## src/rtl/trig_pkg.sv

```systemverilog
package trig_pkg;
  localparam int unsigned TRG_CH   = 16;
  localparam int unsigned WORD_W   = 32;
  localparam int unsigned ARM_BIT  = 2;
  localparam int unsigned HI_LSB   = WORD_W - TRG_CH;

  typedef struct packed {
    logic [TRG_CH-1:0] edge_sel;
    logic [TRG_CH-1:0] match_val;
  } trig_cond_t;
endpackage

```

## src/rtl/trig_cfg_regs.sv

```systemverilog
module trig_cfg_regs
  import trig_pkg::*;
(
  input  logic              clk,
  input  logic              rst_n,
  input  logic              sel_we,
  input  logic [WORD_W-1:0] sel_wdata,
  input  logic              ctl_we,
  input  logic [TRG_CH-1:0] ctl_mask_in,
  input  logic              ctl_arm_in,
  output trig_cond_t        cond,
  output logic [TRG_CH-1:0] chan_mask,
  output logic              armed
);
  trig_cond_t        cond_d;
  logic [TRG_CH-1:0] mask_d;
  logic              arm_d;

  always_comb begin
    cond_d = cond;
    mask_d = chan_mask;
    arm_d  = armed;
    if (sel_we) begin
      cond_d.edge_sel  = sel_wdata[WORD_W-1:HI_LSB];
      cond_d.match_val = sel_wdata[TRG_CH-1:0];
    end
    if (ctl_we) begin
      mask_d = ctl_mask_in;
      arm_d  = ctl_arm_in;
    end
  end

  always_ff @(posedge clk or negedge rst_n) begin
    if (!rst_n) begin
      cond      <= '0;
      chan_mask <= '0;
      armed     <= 1'b0;
    end else begin
      cond      <= cond_d;
      chan_mask <= mask_d;
      armed     <= arm_d;
    end
  end
endmodule

```

## src/rtl/trig_chan_match.sv

```systemverilog
module trig_chan_match
  import trig_pkg::*;
#(
  parameter int unsigned NCH = TRG_CH
) (
  input  logic [NCH-1:0] edge_sel,
  input  logic [NCH-1:0] match_val,
  input  logic [NCH-1:0] chan_mask,
  input  logic [NCH-1:0] cur_smp,
  input  logic [NCH-1:0] prev_smp,
  input  logic           prev_ok,
  output logic           all_hit
);
  logic [NCH-1:0] ch_ok;

  for (genvar g = 0; g < NCH; g++) begin : g_ch
    logic lvl_hit;
    logic edg_hit;
    assign lvl_hit = (cur_smp[g] == match_val[g]);
    assign edg_hit = lvl_hit && prev_ok && (prev_smp[g] != cur_smp[g]);
    assign ch_ok[g] = !chan_mask[g] || (edge_sel[g] ? edg_hit : lvl_hit);
  end

  assign all_hit = &ch_ok;
endmodule

```

## src/rtl/trig_seq.sv

```systemverilog
module trig_seq
  import trig_pkg::*;
(
  input  logic              clk,
  input  logic              rst_n,
  input  logic              smp_stb,
  input  logic [TRG_CH-1:0] smp_data,
  input  logic              ctl_we,
  input  logic              armed,
  input  logic              all_hit,
  output logic [TRG_CH-1:0] prev_smp,
  output logic              prev_ok,
  output logic              trig_pulse,
  output logic              trig_flag
);
  logic              eval_en;
  logic              fire;
  logic [TRG_CH-1:0] prev_d;
  logic              prev_ok_d;
  logic              flag_d;

  always_comb begin
    eval_en   = smp_stb && !ctl_we && armed;
    fire      = eval_en && !trig_flag && all_hit;
    prev_d    = prev_smp;
    prev_ok_d = prev_ok;
    flag_d    = trig_flag | fire;
    if (eval_en) begin
      prev_d    = smp_data;
      prev_ok_d = 1'b1;
    end
    if (ctl_we) begin
      prev_ok_d = 1'b0;
      flag_d    = 1'b0;
    end
  end

  always_ff @(posedge clk or negedge rst_n) begin
    if (!rst_n) begin
      prev_smp   <= '0;
      prev_ok    <= 1'b0;
      trig_pulse <= 1'b0;
      trig_flag  <= 1'b0;
    end else begin
      prev_smp   <= prev_d;
      prev_ok    <= prev_ok_d;
      trig_pulse <= fire;
      trig_flag  <= flag_d;
    end
  end
endmodule

```

## src/rtl/trig_match_unit.sv

```systemverilog
module trig_match_unit
  import trig_pkg::*;
(
  input  logic              clk,
  input  logic              rst_n,
  input  logic              sel_we,
  input  logic [WORD_W-1:0] sel_wdata,
  input  logic              ctl_we,
  input  logic [WORD_W-1:0] ctl_wdata,
  input  logic              smp_stb,
  input  logic [TRG_CH-1:0] smp_data,
  output logic              trig_pulse,
  output logic              trig_flag
);
  trig_cond_t        cond;
  logic [TRG_CH-1:0] chan_mask;
  logic              armed;
  logic [TRG_CH-1:0] prev_smp;
  logic              prev_ok;
  logic              all_hit;
  logic              unused_ctl_bits;

  assign unused_ctl_bits = ^{ctl_wdata[HI_LSB-1:ARM_BIT+1], ctl_wdata[ARM_BIT-1:0]};

  trig_cfg_regs u_cfg (
    .clk         (clk),
    .rst_n       (rst_n),
    .sel_we      (sel_we),
    .sel_wdata   (sel_wdata),
    .ctl_we      (ctl_we),
    .ctl_mask_in (ctl_wdata[WORD_W-1:HI_LSB]),
    .ctl_arm_in  (ctl_wdata[ARM_BIT]),
    .cond        (cond),
    .chan_mask   (chan_mask),
    .armed       (armed)
  );

  trig_chan_match #(.NCH(TRG_CH)) u_match (
    .edge_sel  (cond.edge_sel),
    .match_val (cond.match_val),
    .chan_mask (chan_mask),
    .cur_smp   (smp_data),
    .prev_smp  (prev_smp),
    .prev_ok   (prev_ok),
    .all_hit   (all_hit)
  );

  trig_seq u_seq (
    .clk        (clk),
    .rst_n      (rst_n),
    .smp_stb    (smp_stb),
    .smp_data   (smp_data),
    .ctl_we     (ctl_we),
    .armed      (armed),
    .all_hit    (all_hit),
    .prev_smp   (prev_smp),
    .prev_ok    (prev_ok),
    .trig_pulse (trig_pulse),
    .trig_flag  (trig_flag)
  );
endmodule

```

## config.mk

```make
export PLATFORM = sky130hd
export DESIGN_NAME = trig_match_unit
export DESIGN_NICKNAME = d
export VERILOG_FILES = /design/src/rtl/trig_pkg.sv /design/src/rtl/trig_cfg_regs.sv /design/src/rtl/trig_chan_match.sv /design/src/rtl/trig_seq.sv /design/src/rtl/trig_match_unit.sv
export SDC_FILE = /design/constraint.sdc
export NUM_CORES = 1
export LEC_CHECK = 0
export BUFFER_PORTS_ARGS = -buffer_cell sky130_fd_sc_hd__buf_2
export CORE_ASPECT_RATIO = 0.5
export CORE_UTILIZATION = 45
export CTS_CLUSTER_SIZE = 28
export DETAILED_ROUTE_END_ITERATION = 10
export GPL_ROUTABILITY_DRIVEN = 0
export PLACE_DENSITY = 0.76
export RECOVER_POWER = 50
export SETUP_SLACK_MARGIN = 0.2
export SYNTH_ARGS = -nofsm -noshare
export SYNTH_HDL_FRONTEND = slang
export SYNTH_SLANG_ARGS = --single-unit
```

## constraint.sdc

```tcl
create_clock -name clk -period 4.8 [get_ports clk]
set_input_delay 0.24 -clock clk [delete_from_list [all_inputs] [get_ports clk]]
set_output_delay 0.24 -clock clk [all_outputs]
set_load 0.1 [all_outputs]
```

==> results.sh <==
export IMPL_status="finished, violations left"
export IMPL_violations="DRC"
export IMPL_die_height_um=61.1
export IMPL_antenna_found_initial=0
export IMPL_htreeDepth=3
export IMPL_clk_path_buf_depth=2
export IMPL_post_dp_hpwl_mm=4.31
export IMPL_synth_fp_nets=327
export IMPL_yosysTopAreaCellShare_pct=54.1
export IMPL_yosys_area_top_type="dfrtp_1"
export IMPL_insertion_delay_ns=0.32
export IMPL_syn_inst=242
export IMPL_row_count=21
export IMPL_cts_sinks=68
export IMPL_peakVddDrop_v=0.000233
export IMPL_first_iter_violations=119
export IMPL_avgRoutedWirePerCell_um=15.0
export IMPL_dr_pass1_iters=7
export IMPL_fmax_mhz=411
export IMPL_worst_pin_slew_ns=1.25
export IMPL_synth_seq_cells=68
export IMPL_finalSetupViolations=0
export IMPL_slowest_stage="nand3b_1"
export IMPL_hold_viol=0
export IMPL_cts_setup_buffers=0
export IMPL_crit_path_cell_trace="clkbuf_1 > nand3b_1 > nor2_1 > o21ai_0 > or4_4 > o32ai_2"
export IMPL_cap_viol_max_count=0
export IMPL_core_area_sq_mm=0.00673
export IMPL_die_x_um=120
export IMPL_synth_ff_type="dfrtp_1"
export IMPL_p_per_area_mw_per_mm2=397
export IMPL_synth_distinct_cells=26
export IMPL_drive_gt1_share_pct=48.4
export IMPL_ys_seq_area_share_pct=54.1
export IMPL_maxSlewHeadroom_pct=16.8
export IMPL_start_kind="input port"
export IMPL_io_buffers=71
export IMPL_end_kind="flop"
export IMPL_num_vias=2116
export IMPL_cellLeakagePower_nw=1.70
export IMPL_finalCriticalPeriod_ns=2.43
export IMPL_nNetsFinal=401
export IMPL_required_ns=5.03
export IMPL_ctsHoldBuffers=0
export IMPL_cts_buffers_inserted=9
export IMPL_vias_per_cell=5.14
export IMPL_grt_setup_unrepaired="no"
export IMPL_worst_setup_path_type="input port to flop"
export IMPL_finalSetupTns_ns=0
export IMPL_wl_mm=6.17
export IMPL_grt_ovfl_total=0
export IMPL_total_power_w=0.00153
export IMPL_syn_area_per_cell_sq_um=13.0
export IMPL_setup_slack_ns=2.37
export IMPL_ios=87
export IMPL_yosysMostFrequentCell="dfrtp_1"
export IMPL_hp_class="input port to async pin"
export IMPL_synthArstFlopShare_pct=100
export IMPL_cp_arrival_ns=2.66
export IMPL_clkTransAtPathRegs_ns=0.05
export IMPL_synth_area_sq_mm=0.00314
export IMPL_pre_cts_slack_ns=2.33
export IMPL_diodes=0
export IMPL_slew_violations=0
export IMPL_tritoncts="built"
export IMPL_area_delta_synth_final_pct=22.8
export IMPL_crit_fanout=20
export IMPL_synth_edf_count=0
export IMPL_max_stage_delay_ns=0.90
export IMPL_start_util_pct=46.7
export IMPL_ant_nets=0
export IMPL_drc=2
export IMPL_fin_worst_skew_ns=0.00383
export IMPL_grt_pass1_vias=2278
export IMPL_synth_common_cells="dfrtp_1 (68), mux2_2 (65), a21oi_1 (15), o21ai_0 (15), xor2_1 (15)"
export IMPL_grt_pass1_wl_mm=10.3
export IMPL_cts_resized=0
export IMPL_root_buffer="clkbuf_16"
export IMPL_track_usage_pct=18.8
export IMPL_ys_warn_count=0
export IMPL_min_period_over_period_pct=50.7
export IMPL_grt_max_degree=69
export IMPL_synth_area_leaders="dfrtp_1 (54%), mux2_2 (23%), xor2_1 (4.2%), or3b_1 (2.5%), a21oi_1 (2.4%)"
export IMPL_dieArea_sq_mm=0.00735
area by class of cell:
cell class              instances  area (sq um)
multi-input cells             163          1390
fillers                       581          2870
clock buffers                  14           284
clock inverters                 1          5.00
flip-flops and latches         68          1700
repair buffers                 72           362
well taps                      92           115
inverters                       2          7.51
worst paths after layout:
kind                       cells past startpoint                           start  slack, ns                        endpoint
setup / recovery                               6                          ctl_we       2.37       u_seq.trig_flag$_DFF_PN0_
hold / removal                                 2                           rst_n       0.11      u_cfg.cond[27]$_DFFE_PN0P_
setup reg to reg                               5         u_cfg.armed$_DFFE_PN0P_       2.72       u_seq.trig_flag$_DFF_PN0_
hold reg to reg                                1  u_cfg.chan_mask[2]$_DFFE_PN0P_       0.50  u_cfg.chan_mask[2]$_DFFE_PN0P_
max in group asynchronous                      2                           rst_n       4.13      u_cfg.cond[29]$_DFFE_PN0P_
min in group clk                               2                   sel_wdata[23]       0.15      u_cfg.cond[23]$_DFFE_PN0P_
state kept, by name, indices dropped and copies added, names as in the netlist:
signal            cells
u_seq.prev_smp       16
u_cfg.chan_mask      16
u_cfg.armed           1
u_seq.trig_flag       1
u_seq.prev_ok         1
u_seq.trig_pulse      1
u_cfg.cond           32
logic make-up (layout without fill, tap and decap cells):
| group | after synthesis | after routing | synth area share [%] |
|---|---|---|---|
| AND/OR/NAND/NOR | 36 | 36 | 7.92 |
| buffers and inverters | 11 | 89 | 1.83 |
| XOR/XNOR | 15 | 15 | 4.18 |
| AO/OA/AOI/OAI | 47 | 47 | 8.68 |
| flip-flops | 68 | 68 | 54.1 |
| multiplexers | 65 | 65 | 23.3 |
power breakdown:
part / switching, W / leakage (nW) / total, W / internal, W
clock: 0.000220 / 0.145 / 0.000622 / 0.000402
combinational: 0.0000867 / 0.749 / 0.000211 / 0.000124
sequential: 0.0000523 / 0.803 / 0.000701 / 0.000649
cell usage in the layout, fill, tap and decap left out, types with 2 or more instances in the layout:
cell / Yosys / layout
or4_4: 2 / 2
mux2_2: 65 / 65
clkbuf_8: 0 / 4
o21ai_1: 2 / 2
dfrtp_1: 68 / 68
a21oi_1: 15 / 15
or3b_1: 9 / 9
nand2b_1: 6 / 6
o21ai_0: 15 / 15
buf_2: 1 / 70
clkbuf_16: 0 / 9
clkbuf_1: 2 / 2
nand2_1: 7 / 7
o22ai_1: 10 / 10
xor2_1: 15 / 15
nand3b_1: 10 / 10
worst max-delay path, delay by kind of cell:
family | cells | cell delay (ns)
compound gates | 2 | 0.36
buf+inv | 1 | 0.49
simple gates | 3 | 1.57
layer usage:
| metal | track usage, % | part of all wire [%] |
|---|---|---|
| met4 | 6.88 | 1.2 |
| met3 | 6.11 | 4.9 |
| met5 | 0 | 0 |
| met1 | 21.3 | 42 |
| met2 | 34.5 | 52 |
metrics by stage:
stage,instances,area [sq um],hold WS (ns),utilization [%]
after floorplan,242,3140,-0.0556,-
after global placement,397,3570,0.462,53.1
after detailed placement,397,3570,0.477,53.1
after CTS,412,3860,0.140,57.4
after global routing,412,3860,0.146,57.4
final,412,3860,0.105,57.4
No activity file was read; power rests on OpenSTA's default activity.
